`config.mk`:
```
export PLATFORM = sky130hd
export DESIGN_NAME = chan_flag_clr
export DESIGN_NICKNAME = d
export VERILOG_FILES = /design/src/rtl/chan_flag_clr_pkg.sv /design/src/rtl/chan_cmd_decode.sv /design/src/rtl/chan_flag_reg.sv /design/src/rtl/chan_flag_clr.sv
export SDC_FILE = /design/constraint.sdc
export NUM_CORES = 1
export LEC_CHECK = 0
export BUFFER_PORTS_ARGS = -buffer_cell sky130_fd_sc_hd__buf_2
export CAP_MARGIN = 0
export CORE_AREA = 2 2 181 183
export CTS_CLUSTER_DIAMETER = 30
export DETAILED_ROUTE_END_ITERATION = 12
export DIE_AREA = 0 0 183 185
export SKIP_CTS_REPAIR_TIMING = 1
export SYNTH_ARGS = -nofsm -noshare
export SYNTH_HDL_FRONTEND = slang
export SYNTH_SLANG_ARGS = --single-unit
export TNS_END_PERCENT = 50
```
`constraint.sdc`:
```
create_clock -name clk_i -period 2.35 [get_ports clk_i]
set_input_delay 0.235 -clock clk_i [delete_from_list [all_inputs] [get_ports clk_i]]
set_output_delay 0.235 -clock clk_i [all_outputs]
set_load 0.03 [all_outputs]
```
`src/rtl/chan_flag_clr_pkg.sv`:
```
package chan_flag_clr_pkg;
  localparam int N_TGT = 3;
  // byte offset of each clear command: enable, request, error
  localparam logic [7:0] CMD_OFF [N_TGT] = '{8'h1B, 8'h1C, 8'h1D};
  localparam logic [7:0] RD_EEN_HI = 8'h40;
  localparam logic [7:0] RD_EEN_LO = 8'h44;
  localparam logic [7:0] RD_IRQ_HI = 8'h48;
  localparam logic [7:0] RD_IRQ_LO = 8'h4C;
  localparam logic [7:0] RD_ERR_HI = 8'h50;
  localparam logic [7:0] RD_ERR_LO = 8'h54;

  function automatic logic [7:0] word_of(logic [7:0] off);
    return {off[7:2], 2'b00};
  endfunction

  // big-endian lane: offset 0 within word is the top byte
  function automatic int lane_of(logic [7:0] off);
    return 3 - int'(off[1:0]);
  endfunction
endpackage

```
`src/rtl/chan_cmd_decode.sv`:
```
module chan_cmd_decode #(
  parameter int N_CH = 64
) (
  input  logic            en_i,
  input  logic [7:0]      cmd_i,
  output logic [N_CH-1:0] mask_o
);
  always_comb begin
    mask_o = '0;
    if (en_i && !cmd_i[7]) begin
      if (cmd_i[6]) begin
        mask_o = '1;
      end else begin
        for (int i = 0; i < N_CH; i++) begin
          if (cmd_i[5:0] == 6'(i)) mask_o[i] = 1'b1;
        end
      end
    end
  end
endmodule

```
`src/rtl/chan_flag_reg.sv`:
```
module chan_flag_reg #(
  parameter int N_CH = 64
) (
  input  logic            clk_i,
  input  logic            rst_ni,
  input  logic [N_CH-1:0] set_i,
  input  logic [N_CH-1:0] clr_i,
  output logic [N_CH-1:0] q_o
);
  always_ff @(posedge clk_i or negedge rst_ni) begin
    if (!rst_ni) q_o <= '0;
    else         q_o <= (q_o & ~clr_i) | set_i;
  end

  a_r8_set_wins: assert property (@(posedge clk_i) disable iff (!rst_ni)
    (set_i != '0) |=> ((q_o & $past(set_i)) == $past(set_i)));

  a_r3_clear_applied: assert property (@(posedge clk_i) disable iff (!rst_ni)
    (clr_i != '0) |=> ((q_o & $past(clr_i & ~set_i)) == '0));

  a_r7_idle_hold: assert property (@(posedge clk_i) disable iff (!rst_ni)
    (set_i == '0 && clr_i == '0) |=> $stable(q_o));
endmodule

```
`src/rtl/chan_flag_clr.sv`:
```
module chan_flag_clr
  import chan_flag_clr_pkg::*;
#(
  parameter int N_CH   = 64,
  parameter int ADDR_W = 8
) (
  input  logic              clk_i,
  input  logic              rst_ni,
  input  logic              req_i,
  input  logic              we_i,
  input  logic [ADDR_W-1:0] addr_i,
  input  logic [3:0]        be_i,
  input  logic [31:0]       wdata_i,
  output logic [31:0]       rdata_o,
  input  logic [N_CH-1:0]   een_set_i,
  input  logic [N_CH-1:0]   irq_set_i,
  input  logic [N_CH-1:0]   err_set_i,
  output logic [N_CH-1:0]   een_o,
  output logic [N_CH-1:0]   irq_o,
  output logic [N_CH-1:0]   err_o
);
  localparam int PAD_W = 64;

  logic            wr;
  logic [N_CH-1:0] hw_set [N_TGT];
  logic [N_CH-1:0] q      [N_TGT];
  logic [N_CH-1:0] sw_set;
  logic [PAD_W-1:0] sw_set_w;
  logic [PAD_W-1:0] een_w, irq_w, err_w;

  assign wr = req_i && we_i;
  assign hw_set[0] = een_set_i;
  assign hw_set[1] = irq_set_i;
  assign hw_set[2] = err_set_i;

  // direct writes to the enable readback words OR in bits
  always_comb begin
    sw_set_w = '0;
    if (wr) begin
      for (int j = 0; j < 4; j++) begin
        if (be_i[j]) begin
          if (addr_i == ADDR_W'(RD_EEN_HI)) sw_set_w[32+8*j +: 8] = wdata_i[8*j +: 8];
          if (addr_i == ADDR_W'(RD_EEN_LO)) sw_set_w[8*j +: 8]    = wdata_i[8*j +: 8];
        end
      end
    end
  end
  assign sw_set = sw_set_w[N_CH-1:0];

  for (genvar k = 0; k < N_TGT; k++) begin : g_tgt
    localparam logic [7:0] WORD = word_of(CMD_OFF[k]);
    localparam int         LANE = lane_of(CMD_OFF[k]);
    logic            hit;
    logic [N_CH-1:0] clr;
    logic [N_CH-1:0] set;

    assign hit = wr && (addr_i == ADDR_W'(WORD)) && be_i[LANE];

    chan_cmd_decode #(.N_CH(N_CH)) u_dec (
      .en_i  (hit),
      .cmd_i (wdata_i[8*LANE +: 8]),
      .mask_o(clr)
    );

    if (k == 0) begin : g_sw
      assign set = hw_set[k] | sw_set;
    end else begin : g_hw
      assign set = hw_set[k];
    end

    chan_flag_reg #(.N_CH(N_CH)) u_reg (
      .clk_i (clk_i),
      .rst_ni(rst_ni),
      .set_i (set),
      .clr_i (clr),
      .q_o   (q[k])
    );
  end

  assign een_o = q[0];
  assign irq_o = q[1];
  assign err_o = q[2];

  assign een_w = PAD_W'(q[0]);
  assign irq_w = PAD_W'(q[1]);
  assign err_w = PAD_W'(q[2]);

  always_comb begin
    rdata_o = '0;
    if (req_i && !we_i) begin
      case (addr_i)
        ADDR_W'(RD_EEN_HI): rdata_o = een_w[63:32];
        ADDR_W'(RD_EEN_LO): rdata_o = een_w[31:0];
        ADDR_W'(RD_IRQ_HI): rdata_o = irq_w[63:32];
        ADDR_W'(RD_IRQ_LO): rdata_o = irq_w[31:0];
        ADDR_W'(RD_ERR_HI): rdata_o = err_w[63:32];
        ADDR_W'(RD_ERR_LO): rdata_o = err_w[31:0];
        default:            rdata_o = '0;
      endcase
    end
  end

  a_r9_cmd_read_zero: assert property (@(posedge clk_i) disable iff (!rst_ni)
    (req_i && !we_i && (addr_i == ADDR_W'(8'h18) || addr_i == ADDR_W'(8'h1C))) |-> (rdata_o == '0));

  a_r10_idle_rdata_zero: assert property (@(posedge clk_i) disable iff (!rst_ni)
    (!req_i || we_i) |-> (rdata_o == '0));

  // global request clear leaves only bits set in the same cycle
  a_r4_global_irq_clear: assert property (@(posedge clk_i) disable iff (!rst_ni)
    (wr && addr_i == ADDR_W'(8'h1C) && be_i[3] && wdata_i[31:30] == 2'b01)
      |=> (irq_o == $past(irq_set_i)));

  a_r5_nop_keeps_err: assert property (@(posedge clk_i) disable iff (!rst_ni)
    (err_set_i == '0 && !(wr && addr_i == ADDR_W'(8'h1C) && be_i[2] && !wdata_i[23]))
      |=> $stable(err_o));
endmodule

```
==> results.toml <==
[sta]
slew_violations = 0
fmax_mhz = 439.0
rsz0062_at_grt = "false"
tns_ps = 0
worst_slew_pin_slew_ps = 956.4
holdWs_ps = -21.26
fin_skew_ps = 0
slew-limit-headroom = 0.3534
finalSetupViolations = 0
finalCritPeriodShare = 0.9692
finalHoldViolCount = 8
post-route-min-period_ps = 2278

[routing]
firstDrtPassIters = 5
finalWirelength_um = 55740
wl_per_cell_um = 24.95
drt_iter0_drc = 1025
vias = 12642
ant_nets = 0
routed_via_density = 5.659
route.detailed.drc = 0

[final_layout]
fillerInstances = 3044
reg_top3 = "g_tgt.u_reg.q_o x192"
syn_to_final_growth_pct = 48.62
largest-register = "g_tgt.u_reg.q_o"
final_nets = 2049
largest_register_ff_count = 192
drive_gt1_frac = 0.3397
fin_area_sq_mm = 0.01613

[clock_network]
insertion_delay_ps = 450
clockRootBuffer = "clkbuf_16"
numCtsBuffers = 17
clkTransAtPathRegs_ps = 80
htreeDepth = 4
cts_tree = "built"
cts.sinks = 192
clockBufferDepth = 2

[grt]
antenna_found_initial = 6
grt_pass1_vias = 11458
grt_pass1_wl_um = 76740
grt_overflow = 0
grt_max_degree = 69
track_usage = 0.3114

[floorplan]
ioPinCount = 464
start_util = 0.3388
die_w_um = 183
core_area_sq_mm = 0.03204
dieArea_sq_mm = 0.03386
fp-row-count = 66
dieHeight_um = 185

[place]
gp_congestion = 0.9256
port_buffers = 463
hpwlAfterDp_um = 41850
placed_area_sq_mm = 0.01399

[synth]
synth_area_leaders = "dfrtp_1 (44%), a21oi_1 (11%), o21ai_0 (8.6%)"
synth_edf_count = 0
seq_area_frac_synth = 0.4426
synth_cells = 1190
synth_commonest_cells = "a21oi_1 (234), dfrtp_1 (192), o21ai_0 (186)"
yosysMostFrequentCell = "a21oi_1"
syn_area_per_cell_sq_um = 9.122
synthesis.nets = 1430
synthArstFlopShare = 1.000
synth_top_area_cell = "dfrtp_1"
ys_types = 40
syn_area_sq_mm = 0.01086
synth_ff_type = "dfrtp_1"
synth_top_area_share = 0.4426
yosysWarnings = 0
synth_seq_cells = 192

[pwr]
ir_worst_vdd_mv = 0.4900
p_total_w = 0.007487
p_leak_nw = 6.272
p_per_area_mw_per_mm2 = 464.1

[outcome]
status = "finished, violations left"
violations = "negative hold slack"

[setup_path]
startpoint_type = "input pin"
required_ps = 2120
crit_type = "in -> out"
arrival_ps = 2040
cp_max_fo = 8
end_kind = "primary output"

[hold_path]
hp-class = "in -> reg"

[flow_run]
maxCapViolations = 0
[logic make-up after synthesis]
logic type / synth area share
flip-flops: 0.4426
AND/OR/NAND/NOR: 0.1985
multiplexers: 0.05970
buffers and inverters: 0.04057
AO/OA/AOI/OAI: 0.2586
[cell usage in the layout (no fill, tap or decap), types with 5 or more instances in the layout]
master | synthesis | layout
a2bb2oi_1 | 11 | 11
o211ai_1 | 5 | 5
mux4_2 | 18 | 18
dfrtp_1 | 192 | 192
a22o_1 | 10 | 10
and2_1 | 5 | 5
mux2i_1 | 13 | 13
a22oi_1 | 22 | 22
and4b_1 | 14 | 14
nor2b_1 | 12 | 12
a31oi_1 | 22 | 22
buf_12 | 0 | 8
nor4bb_1 | 17 | 17
inv_1 | 5 | 5
nor4b_1 | 13 | 12
nor2_1 | 21 | 21
nand2_1 | 91 | 91
o21ai_1 | 13 | 13
a222oi_1 | 5 | 5
o21ai_0 | 186 | 186
dlygate4sd3_1 | 0 | 156
inv_8 | 0 | 6
a21oi_1 | 234 | 234
clkbuf_16 | 0 | 17
mux2_2 | 10 | 10
o22ai_1 | 5 | 5
buf_2 | 9 | 462
buf_4 | 4 | 74
nand2b_1 | 129 | 129
nor4_4 | 9 | 9
[metal layers]
layer,vias up,GRT usage,wire length (um)
met5,-,0,12
met4,2,0.1341,1947
met3,88,0.06764,4775
met2,750,0.5059,26760
met1,6177,0.4015,22240
li1,5625,-,-
[cell type report]
class	instances	area, sq um	area share
sequential	192	4805	0.2978
timing repair buffer	701	4603	0.2853
clock buffer	17	425.4	0.02637
tap	408	510.5	0.03164
inverter	5	18.77	0.001163
multi-input combinational	892	5617	0.3481
clock inverter	15	143.9	0.008919
antenna	4	10.01	0.0006204
[final timing paths]
| path | start | endpoint | slack, ps | depth (start not counted) |
|---|---|---|---|---|
| worst min-delay path | een_set_i[3] | g_tgt[0].u_reg.q_o[3] | -20 | 3 |
| max in group asynchronous | rst_ni | g_tgt[2].u_reg.q_o[54] | 1220 | 3 |
| worst min register to register | g_tgt[2].u_reg.q_o[22] | g_tgt[2].u_reg.q_o[22] | 530 | 2 |
| min in group asynchronous | rst_ni | g_tgt[2].u_reg.q_o[35] | 370 | 2 |
| worst max register to register | g_tgt[1].u_reg.q_o[7] | g_tgt[1].u_reg.q_o[7] | 1510 | 2 |
| worst max-delay path | addr_i[5] | rdata_o[30] | 70 | 7 |
[metrics by stage]
step	util	std cells	hold slack, ps	setup slack, ps
final	0.5035	2234	-21.26	72.34
after global routing	0.5035	2234	0.1135	21.76
after CTS	0.4545	2074	-189.0	91.34
after detailed placement	0.4367	2042	305.5	101.2
after global placement	0.4367	2042	300.6	153.3
after floorplan	-	1190	-60.59	114.9
[where the power goes]
| part | internal [W] | switching (W) | total [W] |
|---|---|---|---|
| Sequential | 0.00330 | 0.000000739 | 0.00330 |
| Clock | 0.00142 | 0.00157 | 0.00298 |
| Combinational | 0.000560 | 0.000642 | 0.00120 |
[critical path, cell delays in order]
cell and delay, ps:
buf_2 140, or4b_1 680, nor4_4 290, buf_4 240
nand2_1 80, o211ai_1 120, buf_2 250
(Power assumes the default switching activity.)
